### src/rtl/smr_pkg.sv
package smr_pkg;
  localparam int unsigned ADDR_W  = 3;
  localparam int unsigned DATA_W  = 8;
  localparam int unsigned LINES   = 4;
  localparam int unsigned CNT_W   = 16;

  // line index order inside the 4-bit level/flag vectors
  localparam int unsigned IX_CTS = 0;
  localparam int unsigned IX_DSR = 1;
  localparam int unsigned IX_RI  = 2;
  localparam int unsigned IX_DCD = 3;

  localparam logic [ADDR_W-1:0] A_DIV_LO  = 3'd0;
  localparam logic [ADDR_W-1:0] A_DIV_HI  = 3'd1;
  localparam logic [ADDR_W-1:0] A_STATUS  = 3'd6;
  localparam logic [ADDR_W-1:0] A_SCRATCH = 3'd7;
endpackage

### src/rtl/smr_sync.sv
module smr_sync #(
  parameter int unsigned W      = 4,
  parameter int unsigned STAGES = 2
) (
  input  logic         clk,
  input  logic         rst_n,
  input  logic [W-1:0] din,
  output logic [W-1:0] dout
);
  logic [W-1:0] pipe [STAGES];

  always_ff @(posedge clk or negedge rst_n) begin
    if (!rst_n) begin
      for (int i = 0; i < int'(STAGES); i++) pipe[i] <= '0;
    end else begin
      pipe[0] <= din;
      for (int i = 1; i < int'(STAGES); i++) pipe[i] <= pipe[i-1];
    end
  end

  assign dout = pipe[STAGES-1];
endmodule

### src/rtl/smr_delta.sv
module smr_delta #(
  parameter int unsigned N      = 4,
  parameter int unsigned RI_IDX = 2
) (
  input  logic         clk,
  input  logic         rst_n,
  input  logic [N-1:0] lines_s,
  input  logic         rd_stat,
  output logic [N-1:0] lvl,
  output logic [N-1:0] dlt
);
  logic [N-1:0] lvl_q, dlt_q, chg, dlt_d;

  for (genvar i = 0; i < int'(N); i++) begin : g_edge
    if (i == int'(RI_IDX)) begin : g_rise
      assign chg[i] = lines_s[i] & ~lvl_q[i];
    end else begin : g_any
      assign chg[i] = lines_s[i] ^ lvl_q[i];
    end
  end

  // a new change wins over the clear from a read in the same cycle
  assign dlt_d = (rd_stat ? '0 : dlt_q) | chg;

  always_ff @(posedge clk or negedge rst_n) begin
    if (!rst_n) begin
      lvl_q <= '0;
      dlt_q <= '0;
    end else begin
      lvl_q <= lines_s;
      dlt_q <= dlt_d;
    end
  end

  assign lvl = lvl_q;
  assign dlt = dlt_q;

  AST_TERI_RISE_ONLY: assert property (@(posedge clk) disable iff (!rst_n)
    $rose(dlt_q[RI_IDX]) |-> (lvl_q[RI_IDX] && !$past(lvl_q[RI_IDX])));
  AST_STICKY: assert property (@(posedge clk) disable iff (!rst_n)
    !rd_stat |=> ((dlt_q & $past(dlt_q)) == $past(dlt_q)));
  AST_READ_CLEARS: assert property (@(posedge clk) disable iff (!rst_n)
    (rd_stat && chg == '0) |=> (dlt_q == '0));
  AST_NO_LOST_EVENT: assert property (@(posedge clk) disable iff (!rst_n)
    (rd_stat && chg != '0) |=> ((dlt_q & $past(chg)) == $past(chg)));
endmodule

### src/rtl/smr_baud.sv
module smr_baud #(
  parameter int unsigned CNT_W = 16
) (
  input  logic             clk,
  input  logic             rst_n,
  input  logic             ref_tick,
  input  logic [CNT_W-1:0] div,
  output logic             baud_tick
);
  logic [CNT_W-1:0] cnt_q;
  logic             tick_q;

  always_ff @(posedge clk or negedge rst_n) begin
    if (!rst_n) begin
      cnt_q  <= '0;
      tick_q <= 1'b0;
    end else begin
      tick_q <= 1'b0;
      if (ref_tick) begin
        if (div == '0) begin
          cnt_q <= '0;
        end else if (cnt_q == '0) begin
          cnt_q <= div;
        end else if (cnt_q == CNT_W'(1)) begin
          cnt_q  <= div;
          tick_q <= 1'b1;
        end else begin
          cnt_q <= cnt_q - CNT_W'(1);
        end
      end
    end
  end

  assign baud_tick = tick_q;

  AST_TICK_FROM_REF: assert property (@(posedge clk) disable iff (!rst_n)
    baud_tick |-> $past(ref_tick));
  AST_ZERO_SILENT: assert property (@(posedge clk) disable iff (!rst_n)
    (ref_tick && div == '0) |=> !baud_tick);
  AST_RELOAD_NEW: assert property (@(posedge clk) disable iff (!rst_n)
    baud_tick |-> (cnt_q == $past(div)));
endmodule

### src/rtl/serial_modem_regs.sv
module serial_modem_regs
  import smr_pkg::*;
(
  input  logic              clk,
  input  logic              rst_n,
  input  logic [ADDR_W-1:0] addr,
  input  logic              wr_en,
  input  logic              rd_en,
  input  logic [DATA_W-1:0] wdata,
  output logic [DATA_W-1:0] rdata,
  input  logic              dl_access,
  input  logic              cts_in,
  input  logic              dsr_in,
  input  logic              ri_in,
  input  logic              dcd_in,
  input  logic              ref_tick,
  output logic              msi_irq,
  output logic [CNT_W-1:0]  divisor,
  output logic              baud_tick
);
  localparam int unsigned HALF = CNT_W / 2;

  logic [LINES-1:0]  raw_lines, sync_lines, lvl, dlt;
  logic [HALF-1:0]   div_lo_q, div_hi_q;
  logic [DATA_W-1:0] scratch_q, status;
  logic              rd_stat;

  assign raw_lines[IX_CTS] = cts_in;
  assign raw_lines[IX_DSR] = dsr_in;
  assign raw_lines[IX_RI]  = ri_in;
  assign raw_lines[IX_DCD] = dcd_in;

  smr_sync #(.W(LINES), .STAGES(2)) u_sync (
    .clk(clk), .rst_n(rst_n), .din(raw_lines), .dout(sync_lines)
  );

  assign rd_stat = rd_en && (addr == A_STATUS);

  smr_delta #(.N(LINES), .RI_IDX(IX_RI)) u_delta (
    .clk(clk), .rst_n(rst_n), .lines_s(sync_lines), .rd_stat(rd_stat),
    .lvl(lvl), .dlt(dlt)
  );

  assign status  = {lvl, dlt};
  assign msi_irq = |dlt;

  always_ff @(posedge clk or negedge rst_n) begin
    if (!rst_n) begin
      div_lo_q  <= '0;
      div_hi_q  <= '0;
      scratch_q <= '0;
    end else if (wr_en) begin
      if (addr == A_SCRATCH) scratch_q <= wdata;
      if (dl_access && addr == A_DIV_LO) div_lo_q <= wdata;
      if (dl_access && addr == A_DIV_HI) div_hi_q <= wdata;
    end
  end

  assign divisor = {div_hi_q, div_lo_q};

  always_comb begin
    rdata = '0;
    case (addr)
      A_DIV_LO:  if (dl_access) rdata = div_lo_q;
      A_DIV_HI:  if (dl_access) rdata = div_hi_q;
      A_STATUS:  rdata = status;
      A_SCRATCH: rdata = scratch_q;
      default:   rdata = '0;
    endcase
  end

  smr_baud #(.CNT_W(CNT_W)) u_baud (
    .clk(clk), .rst_n(rst_n), .ref_tick(ref_tick), .div(divisor),
    .baud_tick(baud_tick)
  );

  AST_IRQ_FOLLOWS_FLAGS: assert property (@(posedge clk) disable iff (!rst_n)
    (rd_en && addr == A_STATUS) |-> (msi_irq == (rdata[3:0] != 4'h0)));
  AST_DIV_HELD: assert property (@(posedge clk) disable iff (!rst_n)
    !(wr_en && dl_access && addr[2:1] == 2'b00) |=> $stable(divisor));
  AST_STATUS_NO_WRITE: assert property (@(posedge clk) disable iff (!rst_n)
    (wr_en && !rd_en && sync_lines == lvl) |=> $stable(status));
endmodule

### config.mk
export PLATFORM = sky130hd
export DESIGN_NAME = serial_modem_regs
export DESIGN_NICKNAME = d
export VERILOG_FILES = /design/src/rtl/smr_pkg.sv /design/src/rtl/smr_sync.sv /design/src/rtl/smr_delta.sv /design/src/rtl/smr_baud.sv /design/src/rtl/serial_modem_regs.sv
export SDC_FILE = /design/constraint.sdc
export NUM_CORES = 1
export LEC_CHECK = 0
export ABC_CLOCK_PERIOD_IN_PS = 2400
export BUFFER_PORTS_ARGS = -buffer_cell sky130_fd_sc_hd__buf_2
export CORE_ASPECT_RATIO = 2
export CORE_MARGIN = 8
export CORE_UTILIZATION = 30
export CTS_CLUSTER_SIZE = 20
export DETAILED_ROUTE_END_ITERATION = 6
export PLACE_DENSITY_LB_ADDON = 0.1
export SLEW_MARGIN = 40
export SYNTH_ARGS = -nofsm -noshare
export SYNTH_HDL_FRONTEND = slang
export SYNTH_SLANG_ARGS = --single-unit
### constraint.sdc
create_clock -name clk -period 2.4 [get_ports clk]
set_input_delay 0.12 -clock clk [delete_from_list [all_inputs] [get_ports clk]]
set_output_delay 0.12 -clock clk [all_outputs]
set_load 0.1 [all_outputs]
# After elaboration in Yosys (flattened, before gate mapping)
# Cells that the tools add are included.
# classes
bitwise,6
n_mux,11
n_reduce_logical,10
n_eq_ne,4
n_addsub,1
# op_table
op,count
2-to-1 mux 16 bit,3
zero test 16 bit,2
case mux 8 bit (4 select lines),1
== test 16 x 1 -> 1 bit (second input constant),1
2-to-1 mux 8 bit,2
subtractor 16 x 1 -> 16 bit (second input constant),1
== test 3 bit (second input constant),2
AND reduction 2 bit,3
2-to-1 mux 1 bit,4
2-to-1 mux 4 bit,1
bitwise OR 4 bit,1
OR reduction 4 bit,1
== test 3 x 1 -> 1 bit (second input constant),1
logical AND 1 bit,3
zero test 3 bit,1
XOR 1 bit,3
bitwise AND 1 bit,1
NOT 1 bit,1
# totals
in_bits,21
out_inout_bits,26
regBits,57
word_cells,41

# Longest topological paths before layout
# Gate-level depths: netlist (run 1).
# depth
depth_word,5
mapped_depth,8
depth_no_buf,7

# Cells and area by module
# From an unflattened synthesis (run 1), not the netlist that was laid out.
# hier_totals
hier_cells,246
area_unflattened_um2,2891.5
# modules_own_cells
mod,cells_per_inst,area_per_inst_um2,instances
serial_modem_regs,84,1208.7,1
smr_baud,130,1186.1,1
smr_delta,20,266.5,1
smr_sync,12,230.2,1

# Worst setup path after synthesis (run 1)
# No wires, ideal clock.
# synth_path
path_kind,input to output
from,in addr[0]
to,out rdata[0]
arrival_time_ps,2759
cell_stages,3
path_slack_ps,-479
cell_sequence,buf_1 mux2i_1 o21ai_0
# synth_via
elab_chain_len,2
elab_cells_between_ends,5
# synth_rtl
element,line,rtl
"start, declared",serial_modem_regs.sv:6,"input logic [ADDR_W-1:0] addr,"
== test 3 bit (tied with other cells),serial_modem_regs.sv:63,case (addr)
case mux 8 bit (4 select lines) (*),serial_modem_regs.sv:63,
"end, declared",serial_modem_regs.sv:10,"output logic [DATA_W-1:0] rdata,"
# Mark *: on every way between the ends. The rest lies on a longest branch, timed or not.

# Final worst setup path (run 1)
# layout_path
from,reg u_baud.cnt_q[8]
to,reg u_baud.cnt_q[10]
# layout_via
elab_chain_len,4
elab_cells_between_ends,6
# layout_rtl
element,line,rtl
"start, declared",smr_baud.sv:10,logic [CNT_W-1:0] cnt_q;
"start signal, assigned",smr_baud.sv:23,cnt_q <= div;
"start signal, assigned",smr_baud.sv:25,cnt_q <= div;
"start signal, assigned",smr_baud.sv:28,cnt_q <= cnt_q - CNT_W'(1);
subtractor 16 x 1 -> 16 bit / == test 16 x 1 -> 1 bit (equally long branches),"smr_baud.sv:28, smr_baud.sv:24",
2-to-1 mux 16 bit,smr_baud.sv:24,end else if (cnt_q == CNT_W'(1)) begin
2-to-1 mux 16 bit (*),smr_baud.sv:22,end else if (cnt_q == '0) begin
2-to-1 mux 16 bit (*),smr_baud.sv:20,if (div == '0) begin
# Marked as above.
# A chain may end at the register's enable or synchronous reset.

==> flow_metrics.env, run 1 <==
export IMPL_via_count=2272
export IMPL_cpPeakStageDelay_ps=700
export IMPL_die_w_um=83.7
export IMPL_p_leak_nw=1.70
export IMPL_endpoint_kind="flop"
export IMPL_switching_share_pct=40.3
export IMPL_clock_sinks=57
export IMPL_setup_violations=0
export IMPL_place_congestion=0.829
export IMPL_drive_gt1_share_pct=37.0
export IMPL_cts_inserted_buffers=9
export IMPL_yosys_area_top_type="dfrtp_1"
export IMPL_r2r_end="u_baud.cnt_q[10]"
export IMPL_ctsRootBufferMaster="clkbuf_16"
export IMPL_fin_tns_setup_ps=0
export IMPL_die_y_um=151
export IMPL_grt_max_degree=58
export IMPL_post_drt_wl_per_cell_um=20.7
export IMPL_yosysWarnings=0
export IMPL_clkPwrFrac_pct=29.4
export IMPL_combPwrFrac_pct=37.2
export IMPL_synth_most_common_cell="dfrtp_1"
export IMPL_multi_input_area_um2=1270
export IMPL_reg2reg_depth=6
export IMPL_hold_depth=2
export IMPL_synthTopCellsByArea="dfrtp_1 (52%), mux2_2 (9.8%), mux2i_1 (7.3%)"
export IMPL_cts_path_max_buffers=2
export IMPL_cp_arrival_ps=2600
export IMPL_irDropWorstVdd_mv=0.411
export IMPL_clk_latency_ps=330
export IMPL_dr_pass1_iters=4
export IMPL_crit_buf_inv=1
export IMPL_antenna_found_initial=0
export IMPL_vias_per_cell=5.33
export IMPL_power_total_mw=4.32
export IMPL_worstMarginPinSlew_ps=549
export IMPL_start_util_pct=30.8
export IMPL_finalCritPeriodShare_pct=97.8
export IMPL_avgSynthCellArea_um2=11.4
export IMPL_crit_path_cell_trace="or4_1 -> or4b_2 -> buf_4 -> nor3_1 -> mux2i_1 -> o2bb2ai_1"
export IMPL_ant_nets=0
export IMPL_syn_num_nets=265
export IMPL_synth_common_cells="dfrtp_1 (57), mux2_2 (24), o21ai_0 (22)"
export IMPL_portBuffers=46
export IMPL_fmaxAchievable_mhz=426
export IMPL_min_period_ps=2350
export IMPL_switchingPower_mw=1.74
export IMPL_p_seq_share_pct=33.4
export IMPL_status="complete, no violations"
export IMPL_grt_use_total_pct=14.3
export IMPL_slew_violations=0
export IMPL_hp_class="input port to flop"
export IMPL_rsz0062_at_grt="no"
export IMPL_grt_pass1_vias=2503
export IMPL_cts_tree="built"
export IMPL_ys_seq_area_share_pct=51.8
export IMPL_ys_ff_latch=57
export IMPL_hold_violations=0
export IMPL_relSlewSlack_pct=63.3
export IMPL_rows=49
export IMPL_worstPathRequired_ps=2650
export IMPL_critical_path_top_delay_family="simple AND/OR/NAND/NOR gates"
export IMPL_crit_fanout=4
export IMPL_netlist_area_um2=2750
export IMPL_hpwlAfterDp_um=6820
export IMPL_critPathKind="flop to flop"
export IMPL_finClkSkew_ps=9.88
export IMPL_overflow=0
export IMPL_synth_flop_cell="dfrtp_1"
export IMPL_dieArea_um2=12700
export IMPL_reg2reg_from="u_baud.cnt_q[8]"
export IMPL_antenna_cells=0
export IMPL_drc=0
export IMPL_routed_wl_um=8810
export IMPL_seq_area_um2=1430
export IMPL_coreArea_um2=8950
export IMPL_clk_pin_slew_ps=50
export IMPL_syn_to_final_growth_pct=35.5
export IMPL_netlist_instances=242
export IMPL_whs_ps=62.2
export IMPL_grt_pass1_wl_um=13700
export IMPL_p_int_mw=2.58
export IMPL_synth_edf_count=0
export IMPL_r2r_slack_ps=50
export IMPL_fillers=869
export IMPL_yosys_area_top_type_share_pct=51.8
export IMPL_hp_start="wdata[0]"
export IMPL_critPathSlowestCell="or4b_2"
export IMPL_drtIter0Drc=110
export IMPL_fin_nets=342
export IMPL_p_per_area_nw_per_um2=1160
export IMPL_io_pins=47
export IMPL_min_to="div_lo_q[0]"
export IMPL_ys_types=39
export IMPL_max_cap_viol_count=0
export IMPL_start_kind="flop"
export IMPL_cts_htree_levels=3
export IMPL_synthArstFlopShare_pct=100
==> worst register-to-register path, delay by kind of cell (launching register included) <==
| family | cells | cell delay (ps) |
|---|---|---|
| compound gates | 1 | 150 |
| flops | 1 | 390 |
| simple gates | 3 | 1450 |
| buf+inv | 1 | 190 |
| mux | 1 | 100 |
==> logic make-up after synthesis <==
family	Yosys count	synth area share [%]
adders and majority gates	2	0.909
and+or+nand+nor	67	13.4
buffers and inverters	15	2.64
AOI/OAI and AO/OA	54	13.2
xor gates and xnor gates	3	0.955
muxes	44	17.1
DFF	57	51.8
==> cell type report <==
type / instances / area share [%]
clock buffer: 11 / 6.51
clock inverter: 5 / 1.48
inverter: 5 / 0.503
multi-input combinational: 170 / 34.0
sequential: 57 / 38.3
tap: 102 / 3.42
timing repair buffer: 76 / 15.9
==> power groups by stage <==
stage                     sequential [mW]  combinational (mW)  clock [mW]
final                                1.44                1.61        1.27
after floorplan                      1.83               0.642           0
after CTS                            1.44                1.62        1.30
after detailed placement             1.45                1.60           0
after global placement               1.45                1.59           0
after global routing                 1.46                1.70        1.35
==> worst max-delay path by stage <==
stage	depth (start not counted)	slack [ps]	to	startpoint
after floorplan	8	6	u_baud.cnt_q[0]	u_baud.cnt_q[10]
after global placement	5	20	u_baud.cnt_q[12]	u_baud.cnt_q[10]
after detailed placement	5	4	u_baud.cnt_q[12]	u_baud.cnt_q[12]
after CTS	7	20	u_baud.cnt_q[4]	u_baud.cnt_q[8]
after global routing	6	2	u_baud.cnt_q[10]	u_baud.cnt_q[8]
final	6	50	u_baud.cnt_q[10]	u_baud.cnt_q[8]
==> routing by layer <==
layer	part of all wire [%]	track usage, %	vias up
li1	-	-	1064
met1	35	12.6	1143
met2	59	28.2	47
met3	3.2	3.48	18
met4	2.9	7.83	0
met5	0	0	-
==> sequential cells by signal, summed over array words and instances (netlist names) <==
name	count
u_sync.dout	4
u_baud.cnt_q	16
u_sync.pipe	4
u_delta.lvl	4
div_hi_q	8
u_delta.dlt	4
scratch_q	8
div_lo_q	8
u_baud.baud_tick	1
==> metrics by stage <==
| step | cells | worst slack, ps | area [µm²] | utilization, % |
|---|---|---|---|---|
| 2_1_floorplan | 242 | 6.16 | 2750 | - |
| 3_3_place_gp | 405 | 17.4 | 3360 | 37.6 |
| 3_5_place_dp | 405 | 4.27 | 3360 | 37.6 |
| 4_1_cts | 426 | 22.6 | 3720 | 41.5 |
| 5_1_grt | 426 | 2.22 | 3730 | 41.7 |
| 6_report | 426 | 51.9 | 3730 | 41.7 |
==> cell usage in the layout, fill, tap and decap left out, types with 9 or more instances in the layout <==
master | netlist | routed
mux2_2 | 24 | 24
buf_2 | 1 | 38
dfrtp_1 | 57 | 57
o21ai_0 | 22 | 14
nor3_1 | 11 | 11
o21ai_1 | 2 | 10
nand2_1 | 17 | 17
nor2_1 | 11 | 10
clkbuf_16 | 0 | 9
mux2i_1 | 20 | 20
a22oi_1 | 9 | 9
buf_4 | 0 | 24
==> timing repair <==
item,4_1_cts,5_1_grt
gates resized for setup,2,2
endpoints found under the setup margin,1,5
setup buffers,0,0
hold buffers,5,0
endpoints found under the hold margin,61,0
Note: power is estimated with default switching activity, not from simulation.
==> run 2, diff against run 1 <==
--- a/config.mk
+++ b/config.mk
@@ -12,7 +12,7 @@
 export CORE_UTILIZATION = 30
 export CTS_CLUSTER_SIZE = 20
 export DETAILED_ROUTE_END_ITERATION = 6
-export PLACE_DENSITY_LB_ADDON = 0.1
+export PLACE_DENSITY = 0.55
 export SLEW_MARGIN = 40
 export SYNTH_ARGS = -nofsm -noshare
 export SYNTH_HDL_FRONTEND = slang
==> flow_metrics.env, run 2 (synthesis results as in run 1) <==
export IMPL_hold_violations=0
export IMPL_crit_fanout=6
export IMPL_finalInstanceArea_um2=3770
export IMPL_top_register="u_baud.cnt_q"
export IMPL_fmaxAchievable_mhz=436
export IMPL_drc=0
export IMPL_vias_per_cell=5.46
export IMPL_status="complete, no violations"
export IMPL_fin_tns_setup_ps=0
export IMPL_post_drt_wl_per_cell_um=19.9
export IMPL_stdcell_count=425
export IMPL_portBuffers=46
export IMPL_worstMarginPinSlew_ps=519
export IMPL_max_cap_viol_count=0
export IMPL_final_cell_mix="dfrtp_1 (57), buf_2 (37), buf_4 (25), mux2_2 (24), mux2i_1 (20)"
export IMPL_finalCritPeriodShare_pct=95.6
export IMPL_slew_violations=0
export IMPL_relSlewSlack_pct=65.1
export IMPL_place_area_um2=3360
export IMPL_p_per_area_nw_per_um2=1200
export IMPL_dp_cells=404
export IMPL_die_y_um=151
export IMPL_largest_register_ff_count=16
export IMPL_min_period_ps=2290
export IMPL_layout_commonest_cell="dfrtp_1"
export IMPL_grt_use_total_pct=13.9
export IMPL_syn_to_final_growth_pct=37.1
export IMPL_worstPathRequired_ps=2610
export IMPL_cts_inserted_buffers=9
export IMPL_ctsRootBufferMaster="clkbuf_16"
export IMPL_cts_tree="built"
export IMPL_start_util_pct=30.8
export IMPL_endpoint_kind="flop"
export IMPL_coreArea_um2=8950
export IMPL_io_pins=47
export IMPL_grt_max_degree=36
export IMPL_cts_path_max_buffers=2
export IMPL_cts_htree_levels=3
export IMPL_critPathKind="flop to flop"
export IMPL_overflow=0
export IMPL_clock_sinks=57
export IMPL_rsz0062_at_grt="no"
export IMPL_cp_arrival_ps=2500
export IMPL_whs_ps=60.0
export IMPL_drive_gt1_share_pct=36.5
export IMPL_via_count=2322
export IMPL_routed_wl_um=8470
export IMPL_irDropWorstVdd_mv=0.434
export IMPL_hp_class="input port to flop"
export IMPL_drtIter0Drc=133
export IMPL_grt_pass1_wl_um=13400
export IMPL_clk_pin_slew_ps=50
export IMPL_antenna_cells=0
export IMPL_place_congestion=0.894
export IMPL_clk_latency_ps=330
export IMPL_setup_violations=0
export IMPL_hpwlAfterDp_um=6700
export IMPL_dieArea_um2=12700
export IMPL_start_kind="flop"
export IMPL_dr_pass1_iters=4
export IMPL_p_leak_nw=1.72
export IMPL_fin_util_pct=42.2
export IMPL_die_w_um=83.7
export IMPL_antenna_found_initial=0
export IMPL_dp_slack_ps=-12.7
export IMPL_finClkSkew_ps=6.70
export IMPL_fin_nets=341
export IMPL_ant_nets=0
export IMPL_power_total_mw=4.54
export IMPL_worst_slack_ps=105
export IMPL_grt_pass1_vias=2510
export IMPL_rows=49
## run 2: power by group
group	total [mW]	switching, mW	internal [mW]	leakage (nW)
registers	1.42	0.234	1.19	0.685
clock network	1.49	0.443	1.04	0.169
logic	1.63	1.07	0.556	0.869
## run 2: per-layer routing
layer / track usage, % / part of all wire [%] / routed length [µm] / vias to the layer above
met5: 0 / 0 / 0 / -
met4: 8.52 / 3.5 / 297 / 0
met3: 3.48 / 4.3 / 361 / 16
met2: 26.9 / 58 / 4940 / 75
met1: 12.3 / 34 / 2870 / 1170
li1: - / - / - / 1061
## run 2: final timing paths
path / startpoint / endpoint / slack [ps] / depth (start not counted)
worst max-delay path: u_baud.cnt_q[12] / u_baud.cnt_q[14] / 110 / 6
worst min-delay path: wdata[4] / div_hi_q[4] / 60 / 2
worst max register to register: u_baud.cnt_q[12] / u_baud.cnt_q[14] / 110 / 6
worst min register to register: u_sync.pipe[5] / u_sync.dout[1] / 340 / 0
max in group asynchronous: rst_n / u_delta.dlt[2] / 1560 / 3
min in group asynchronous: rst_n / u_baud.cnt_q[1] / 280 / 2
## run 2: layout make-up
class / instances / area [µm²]
clock buffer: 10 / 239
clock inverter: 6 / 115
fill: 866 / 5180
inverter: 5 / 18.8
multi-input combinational: 170 / 1260
sequential: 57 / 1430
tap: 102 / 128
timing repair buffer: 75 / 583
## run 2: critical path: stages (launching register included)
cell       delay [ps]
dfrtp_1           380
or4_4             560
or3_1             350
or3_4             430
buf_4             190
mux2i_1           180
o2bb2ai_1          90
## run 2: timing repair
item / CTS / global route
endpoints found under the hold margin: 37 / 0
resized for setup: 1 / 2
buffers inserted: 0 / 0
hold buffers: 5 / 0
pin swaps: 0 / 1
endpoints found under the setup margin: 2 / 12
